==> src/rtl/llrgen_pkg.sv <==
package llrgen_pkg;
    localparam int NCODE  = 8;
    localparam int CODE_W = $clog2(NCODE);
endpackage

==> src/rtl/llr_eval.sv <==
// Combinational evaluation of one table entry: gain * (2v - sum), rounded and clipped.
module llr_eval #(
    parameter int VW   = 10,
    parameter int GW   = 28,
    parameter int FRAC = 16,
    parameter int LW   = 6
) (
    input  logic signed [GW-1:0] gain_i,
    input  logic signed [VW-1:0] vrep_i,
    input  logic signed [VW:0]   vsum_i,
    output logic signed [LW-1:0] llr_o
);
    localparam int PW = GW + VW + 2;
    localparam logic signed [PW-1:0] HALF = PW'(1) <<< FRAC;
    localparam logic signed [PW-1:0] LMAX = PW'((1 << (LW-1)) - 1);
    localparam logic signed [PW-1:0] LMIN = -LMAX;

    logic signed [VW+1:0] twice_v, sum_x, diff;
    logic signed [PW-1:0] gain_x, diff_x, prod, rounded, scaled;

    always_comb begin
        twice_v = {vrep_i[VW-1], vrep_i, 1'b0};
        sum_x   = {vsum_i[VW], vsum_i};
        diff    = twice_v - sum_x;
        gain_x  = {{(PW-GW){gain_i[GW-1]}}, gain_i};
        diff_x  = {{(PW-VW-2){diff[VW+1]}}, diff};
        prod    = gain_x * diff_x;
        rounded = prod + HALF;
        scaled  = rounded >>> (FRAC + 1);
        if (scaled > LMAX) begin
            llr_o = LMAX[LW-1:0];
        end else if (scaled < LMIN) begin
            llr_o = LMIN[LW-1:0];
        end else begin
            llr_o = scaled[LW-1:0];
        end
    end
endmodule

==> src/rtl/llr_seq.sv <==
// Captures the parameters, steps the entry index and raises ready after the last entry.
module llr_seq
    import llrgen_pkg::*;
#(
    parameter int VW  = 10,
    parameter int IVW = 16,
    parameter int GW  = IVW + VW + 2
) (
    input  logic                     clk_i,
    input  logic                     rst_ni,
    input  logic                     upd_i,
    input  logic signed [VW-1:0]     mean_erase_i,
    input  logic signed [VW-1:0]     mean_prog_i,
    input  logic [IVW-1:0]           inv_var_i,
    input  logic [NCODE*VW-1:0]      rep_v_i,
    output logic signed [GW-1:0]     gain_o,
    output logic signed [VW:0]       vsum_o,
    output logic signed [VW-1:0]     vrep_o,
    output logic                     wr_en_o,
    output logic [CODE_W-1:0]        wr_idx_o,
    output logic                     swap_o,
    output logic                     busy_o,
    output logic                     ready_o
);
    localparam logic [CODE_W-1:0] LAST = CODE_W'(NCODE - 1);

    typedef struct packed {
        logic                  busy;
        logic                  ready;
        logic [CODE_W-1:0]     idx;
        logic signed [GW-1:0]  gain;
        logic signed [VW:0]    vsum;
        logic [NCODE*VW-1:0]   reps;
    } seq_t;

    seq_t s_q, s_d;
    logic accept;
    logic signed [VW:0]   dmu;
    logic signed [GW-1:0] iv_x, dmu_x;

    always_comb begin
        s_d    = s_q;
        accept = upd_i && !s_q.busy;
        dmu    = {mean_prog_i[VW-1], mean_prog_i} - {mean_erase_i[VW-1], mean_erase_i};
        iv_x   = {{(GW-IVW){1'b0}}, inv_var_i};
        dmu_x  = {{(GW-VW-1){dmu[VW]}}, dmu};
        if (accept) begin
            s_d.busy  = 1'b1;
            s_d.ready = 1'b0;
            s_d.idx   = '0;
            s_d.gain  = iv_x * dmu_x;
            s_d.vsum  = {mean_erase_i[VW-1], mean_erase_i} + {mean_prog_i[VW-1], mean_prog_i};
            s_d.reps  = rep_v_i;
        end else if (s_q.busy) begin
            s_d.idx = s_q.idx + 1'b1;
            if (s_q.idx == LAST) begin
                s_d.busy  = 1'b0;
                s_d.ready = 1'b1;
            end
        end
    end

    always_ff @(posedge clk_i) begin
        if (!rst_ni) begin
            s_q <= '0;
        end else begin
            s_q <= s_d;
        end
    end

    assign gain_o   = s_q.gain;
    assign vsum_o   = s_q.vsum;
    assign vrep_o   = s_q.reps[s_q.idx*VW +: VW];
    assign wr_en_o  = s_q.busy;
    assign wr_idx_o = s_q.idx;
    assign swap_o   = s_q.busy && (s_q.idx == LAST);
    assign busy_o   = s_q.busy;
    assign ready_o  = s_q.ready;

    // an accepted update withdraws ready and starts the run
    a_r4_accept_drops_ready: assert property (@(posedge clk_i) disable iff (!rst_ni)
        (upd_i && !busy_o) |=> (!ready_o && busy_o));
    // ready only comes back right after the last entry was written
    a_r4_ready_after_last: assert property (@(posedge clk_i) disable iff (!rst_ni)
        $rose(ready_o) |-> ($past(swap_o) && !busy_o));
    // captured parameters hold while a run is in progress
    a_r7_no_reload: assert property (@(posedge clk_i) disable iff (!rst_ni)
        (busy_o && upd_i) |=> ($stable(gain_o) && $stable(vsum_o) && $stable(s_q.reps)));
endmodule

==> src/rtl/llr_bank.sv <==
// Two copies of the table: one serves lookups, the other takes new entries.
module llr_bank
    import llrgen_pkg::*;
#(
    parameter int LW = 6
) (
    input  logic                     clk_i,
    input  logic                     rst_ni,
    input  logic                     wr_en_i,
    input  logic [CODE_W-1:0]        wr_idx_i,
    input  logic signed [LW-1:0]     wr_data_i,
    input  logic                     swap_i,
    input  logic                     rd_en_i,
    input  logic [CODE_W-1:0]        rd_idx_i,
    output logic signed [LW-1:0]     rd_data_o,
    output logic                     rd_vld_o
);
    typedef struct packed {
        logic                              act;
        logic [1:0][NCODE-1:0][LW-1:0]     mem;
        logic [LW-1:0]                     dout;
        logic                              vld;
    } bank_t;

    bank_t b_q, b_d;
    logic  shadow;

    always_comb begin
        b_d    = b_q;
        shadow = ~b_q.act;
        if (wr_en_i) begin
            b_d.mem[shadow][wr_idx_i] = wr_data_i;
        end
        if (swap_i) begin
            b_d.act = shadow;
        end
        b_d.vld = rd_en_i;
        if (rd_en_i) begin
            b_d.dout = b_q.mem[b_q.act][rd_idx_i];
        end
    end

    always_ff @(posedge clk_i) begin
        if (!rst_ni) begin
            b_q <= '0;
        end else begin
            b_q <= b_d;
        end
    end

    assign rd_data_o = b_q.dout;
    assign rd_vld_o  = b_q.vld;

    // the bank serving lookups changes only on a swap
    a_r6_active_held: assert property (@(posedge clk_i) disable iff (!rst_ni)
        !swap_i |=> $stable(b_q.act));
    // result valid follows the lookup strobe by one edge
    a_r5_vld_follows: assert property (@(posedge clk_i) disable iff (!rst_ni)
        rd_en_i |=> rd_vld_o);
    a_r5_vld_quiet: assert property (@(posedge clk_i) disable iff (!rst_ni)
        !rd_en_i |=> !rd_vld_o);
endmodule

==> src/rtl/llr_table_gen.sv <==
module llr_table_gen
    import llrgen_pkg::*;
#(
    parameter int VW   = 10,
    parameter int IVW  = 16,
    parameter int FRAC = 16,
    parameter int LW   = 6
) (
    input  logic                     clk_i,
    input  logic                     rst_ni,
    input  logic                     upd_i,
    input  logic signed [VW-1:0]     mean_erase_i,
    input  logic signed [VW-1:0]     mean_prog_i,
    input  logic [IVW-1:0]           inv_var_i,
    input  logic [NCODE*VW-1:0]      rep_v_i,
    input  logic                     code_vld_i,
    input  logic [CODE_W-1:0]        code_i,
    output logic                     ready_o,
    output logic                     llr_vld_o,
    output logic signed [LW-1:0]     llr_o
);
    localparam int GW = IVW + VW + 2;
    localparam logic signed [LW-1:0] LMAX = LW'((1 << (LW-1)) - 1);

    logic signed [GW-1:0]  gain;
    logic signed [VW:0]    vsum;
    logic signed [VW-1:0]  vrep;
    logic signed [LW-1:0]  entry;
    logic                  wr_en, swap, busy;
    logic [CODE_W-1:0]     wr_idx;

    llr_seq #(.VW(VW), .IVW(IVW), .GW(GW)) i_seq (
        .clk_i        (clk_i),
        .rst_ni       (rst_ni),
        .upd_i        (upd_i),
        .mean_erase_i (mean_erase_i),
        .mean_prog_i  (mean_prog_i),
        .inv_var_i    (inv_var_i),
        .rep_v_i      (rep_v_i),
        .gain_o       (gain),
        .vsum_o       (vsum),
        .vrep_o       (vrep),
        .wr_en_o      (wr_en),
        .wr_idx_o     (wr_idx),
        .swap_o       (swap),
        .busy_o       (busy),
        .ready_o      (ready_o)
    );

    llr_eval #(.VW(VW), .GW(GW), .FRAC(FRAC), .LW(LW)) i_eval (
        .gain_i (gain),
        .vrep_i (vrep),
        .vsum_i (vsum),
        .llr_o  (entry)
    );

    llr_bank #(.LW(LW)) i_bank (
        .clk_i     (clk_i),
        .rst_ni    (rst_ni),
        .wr_en_i   (wr_en),
        .wr_idx_i  (wr_idx),
        .wr_data_i (entry),
        .swap_i    (swap),
        .rd_en_i   (code_vld_i),
        .rd_idx_i  (code_i),
        .rd_data_o (llr_o),
        .rd_vld_o  (llr_vld_o)
    );

    // every value leaving the block lies in the symmetric range
    a_r3_llr_bounds: assert property (@(posedge clk_i) disable iff (!rst_ni)
        llr_vld_o |-> (llr_o <= LMAX && llr_o >= -LMAX));
    // ready and a running rebuild never coincide
    a_r4_ready_idle: assert property (@(posedge clk_i) disable iff (!rst_ni)
        busy |-> !ready_o);
endmodule

==> config.mk <==
export PLATFORM = sky130hd
export DESIGN_NAME = llr_table_gen
export DESIGN_NICKNAME = d
export VERILOG_FILES = /design/src/rtl/llrgen_pkg.sv /design/src/rtl/llr_eval.sv /design/src/rtl/llr_seq.sv /design/src/rtl/llr_bank.sv /design/src/rtl/llr_table_gen.sv
export SDC_FILE = /design/constraint.sdc
export NUM_CORES = 2
export LEC_CHECK = 0
export CAP_MARGIN = 40
export CORE_MARGIN = 2
export CORE_UTILIZATION = 59
export CTS_BUF_LIST = sky130_fd_sc_hd__clkbuf_8
export CTS_CLUSTER_DIAMETER = 80
export DETAILED_ROUTE_END_ITERATION = 10
export DONT_BUFFER_PORTS = 1
export PLACE_DENSITY = 0.74
export SYNTH_ARGS = -nofsm -noshare
export SYNTH_HDL_FRONTEND = slang
export SYNTH_SLANG_ARGS = --single-unit
==> constraint.sdc <==
create_clock -name clk_i -period 10.79 [get_ports clk_i]
set_input_delay 1.6185 -clock clk_i [delete_from_list [all_inputs] [get_ports clk_i]]
set_output_delay 1.6185 -clock clk_i [all_outputs]
set_load 0.03 [all_outputs]
==> key figures <==
Status
  – Outcome: finished, final reports clean

Worst setup path
  – Crit-path max cell delay: roughly 550 ps
  – WP data required: approximately 11,000 ps
  – WS Path Type: register to register
  – Worst Path Max Fanout: 22
  – Critical path arrival: 10,740 ps
  – Critical Path Start Type: register
  – Critical Path End Type: register
  – CP delay by family, top: compound AO/OA/AOI/OAI gates
  – CP most frequent cell: fa_1
  – R2R setup slack: roughly 470 ps
  – Worst Path Buf+Inv: 4
  – Worst path slowest cell: fa_1

Global routing
  – Vias in the first global route: ~21,000
  – Initial antenna violation count: 0
  – GR Overflow Total: 0
  – First-pass GRT wire length: 106,700 µm
  – Largest net degree at the start of global routing: slightly below 100
  – Tot GR Track Use: ~28%

Clocking
  – Clock slew at reported path FFs: ~60 ps
  – Clk_lat worst skew: approximately 600 ps
  – CTS H-tree lvls: 2
  – Clock buffer depth: 3
  – Root Driver: clkbuf_8
  – CTS tree: done
  – Cts hold-fix bufs: 0
  – Num CTS Buffers: 38
  – Clk sink count: between 200 and 250

STA
  – Max-slew violations: 0
  – Worst Tran Pin Value: between 1000 and 1500 ps
  – Achievable frequency: slightly below 0.1 GHz
  – Slew headroom: 32.70%
  – Skew final: roughly 46 ps
  – Setup WS post-layout: ~470 ps
  – Final period utilization: a little over nine tenths
  – Hold Slack: 465.1 ps
  – Minimum clock period: slightly above 10,000 ps
  – Final Hold Fails: 0
  – Final setup fails: 0
  – TNS Setup: 0 ps

Route
  – DR vias: roughly 21,000
  – 1st-iter DRT viols: 1,561
  – Final ANT Viol Nets: 0
  – Remaining routing DRC violations: 0
  – Drt wl/cell: ~18 µm
  – Drt pass-1 iters: 6
  – Vias per cell: between 5 and 6
  – Drt total wl: around 64,000 µm

Cells and area
  – Register area: about 4600 µm²
  – N_diodes: 0
  – Finished Cell Area: between 20,000 and 30,000 µm²
  – Share of post-route cells with drive strength above 1: between 7 and 8%
  – Area growth from synthesis to layout: 4.847%
  – Fillers: approximately 3,800
  – Final #Nets: between 3,000 and 4,000
  – Area occupied by multi-input gates: around 20,000 µm²

Logic synthesis
  – Post-synthesis cell type count: between 80 and 90
  – Main area contributors after synthesis: fa_1, dfxtp_1, ha_1, inv_1, nand2_1
  – Number of synthesized flops with an enable pin: 0
  – Post-synth top area cell: fa_1
  – Top FF cell, synth: dfxtp_1
  – Synthesized flop and latch total: about 230
  – Syn_area_per_cell: 9.049 µm²
  – Asr flop ratio synth: 0%
  – Synth Cell Area: around 27,000 µm²
  – Most frequent cell after synthesis: inv_1
  – Post-synth top cells: inv_1, nand2_1, fa_1
  – Syn nets: about 3,800
  – Seq/Total Area, Yosys: about 17%
  – Cells after Synth: between 3,000 and 4,000
  – Top cell type's share of synthesized area: between 30% and 40%
  – Synth warn: 0

Floorplanning
  – Core Region: 45,580 µm²
  – Die X-Extent: roughly 220 µm
  – Initial Util: between 60% and 70%
  – Die H: 219.5 µm
  – Die area: approximately 48,000 µm²
  – I/O pin cnt: about 130
  – # rows: a little under 80

Placed design
  – HPWL after detailed placement: ~52,000 µm
  – Count of input and output buffers: 0
  – Place WS: 193.1 ps
  – Gpl congestion: 0.9017
  – Post-placement cell area: between 20,000 and 30,000 µm²

Flow run
  – MaxCap Viol Count: 0

Hold path
  – Worst Hold Class: register to register
-- cell usage in the layout (no fill, tap or decap), drive strengths merged, types with 9 or more instances in the layout --
master  count
clkbuf     45
a21o       24
and2      160
mux2i      12
a21oi     113
mux4       44
mux2       16
buf        48
nand2     433
o211ai     13
inv       538
dfxtp     228
o31ai      10
nand3      22
nor3       18
fa        425
or2        10
o22ai      57
xor2       21
nand4       9
and3       10
xnor2      41
ha        194
nand2b     28
o21ai     129
o21a       11
nor2      103
nor2b      24
a22o       87
-- worst register-to-register path, delay by kind of cell (launching register included) --
kind,cells,cell delay (ps)
multiplexers,2,840
buffers and inverters,4,530
AND/OR/NAND/NOR,4,1050
AO/OA/AOI/OAI,16,3660
XOR/XNOR,1,210
flip-flops,1,420
adder cells (fa/ha/maj),7,3470
-- final timing paths --
path,start,to,cells past startpoint
max,i_seq.wr_idx_o[1],i_bank.b_q[70],34
max reg2reg,i_seq.wr_idx_o[1],i_bank.b_q[70],34
min reg2reg,i_bank.b_q[83],i_bank.b_q[83],2
min,i_bank.b_q[83],i_bank.b_q[83],2
-- metal layers --
metal  vias up  global-route usage [%]  share of wire [%]
met1     10210                   37.98                 43
met4         0                   6.914                2.2
met2       673                   45.85                 48
li1       9525                       -                  -
met3       103                   3.948                6.3
met5         -                       0                  0
-- metrics by stage --
| step | util [%] | cells |
|---|---|---|
| final | 63.01 | 3570 |
| after CTS | 62.76 | 3565 |
| after global placement | 60.93 | 3491 |
| after floorplan | - | 3027 |
| after global routing | 63.01 | 3570 |
| after detailed placement | 61.18 | 3499 |
-- area by class of cell --
cell class / count / area share, %
well taps: 600 / 2.614
multi-input cells: 2104 / 70.47
repair buffers: 48 / 1.656
flip-flops and latches: 228 / 15.90
clock buffers: 45 / 2.157
clock inverters: 21 / 0.3529
inverters: 524 / 6.849
-- flip-flops by register name (all words and copies together) (netlist names) --
name and flops:
i_seq.vsum_o 11, i_seq.s_q 80, i_bank.b_q 97, i_seq.gain_o 28
i_bank.rd_data_o 6, i_seq.wr_idx_o 3, i_seq.ready_o 1, i_bank.rd_vld_o 1
i_seq.busy_o 1
-- cell families (layout without fill, tap and decap cells) --
| logic type | after synthesis | in the layout | share of synthesized area, % |
|---|---|---|---|
| AO/OA/AOI/OAI | 504 | 504 | 12.48 |
| XOR/XNOR | 62 | 62 | 1.982 |
| adder cells (fa/ha/maj) | 619 | 619 | 39.92 |
| buffers and inverters | 695 | 638 | 9.748 |
| flip-flops | 228 | 228 | 16.66 |
| multiplexers | 72 | 72 | 4.714 |
| AND/OR/NAND/NOR | 847 | 847 | 14.49 |
-- what timing repair did --
item                                    CTS  global route
buffers inserted                          0             5
endpoints found under the setup margin    0            80
gates resized for setup                   0             6
Power is left out: the tool's default activity adds up to more than one toggle a clock period on the data nets, which glitch-free logic cannot reach.
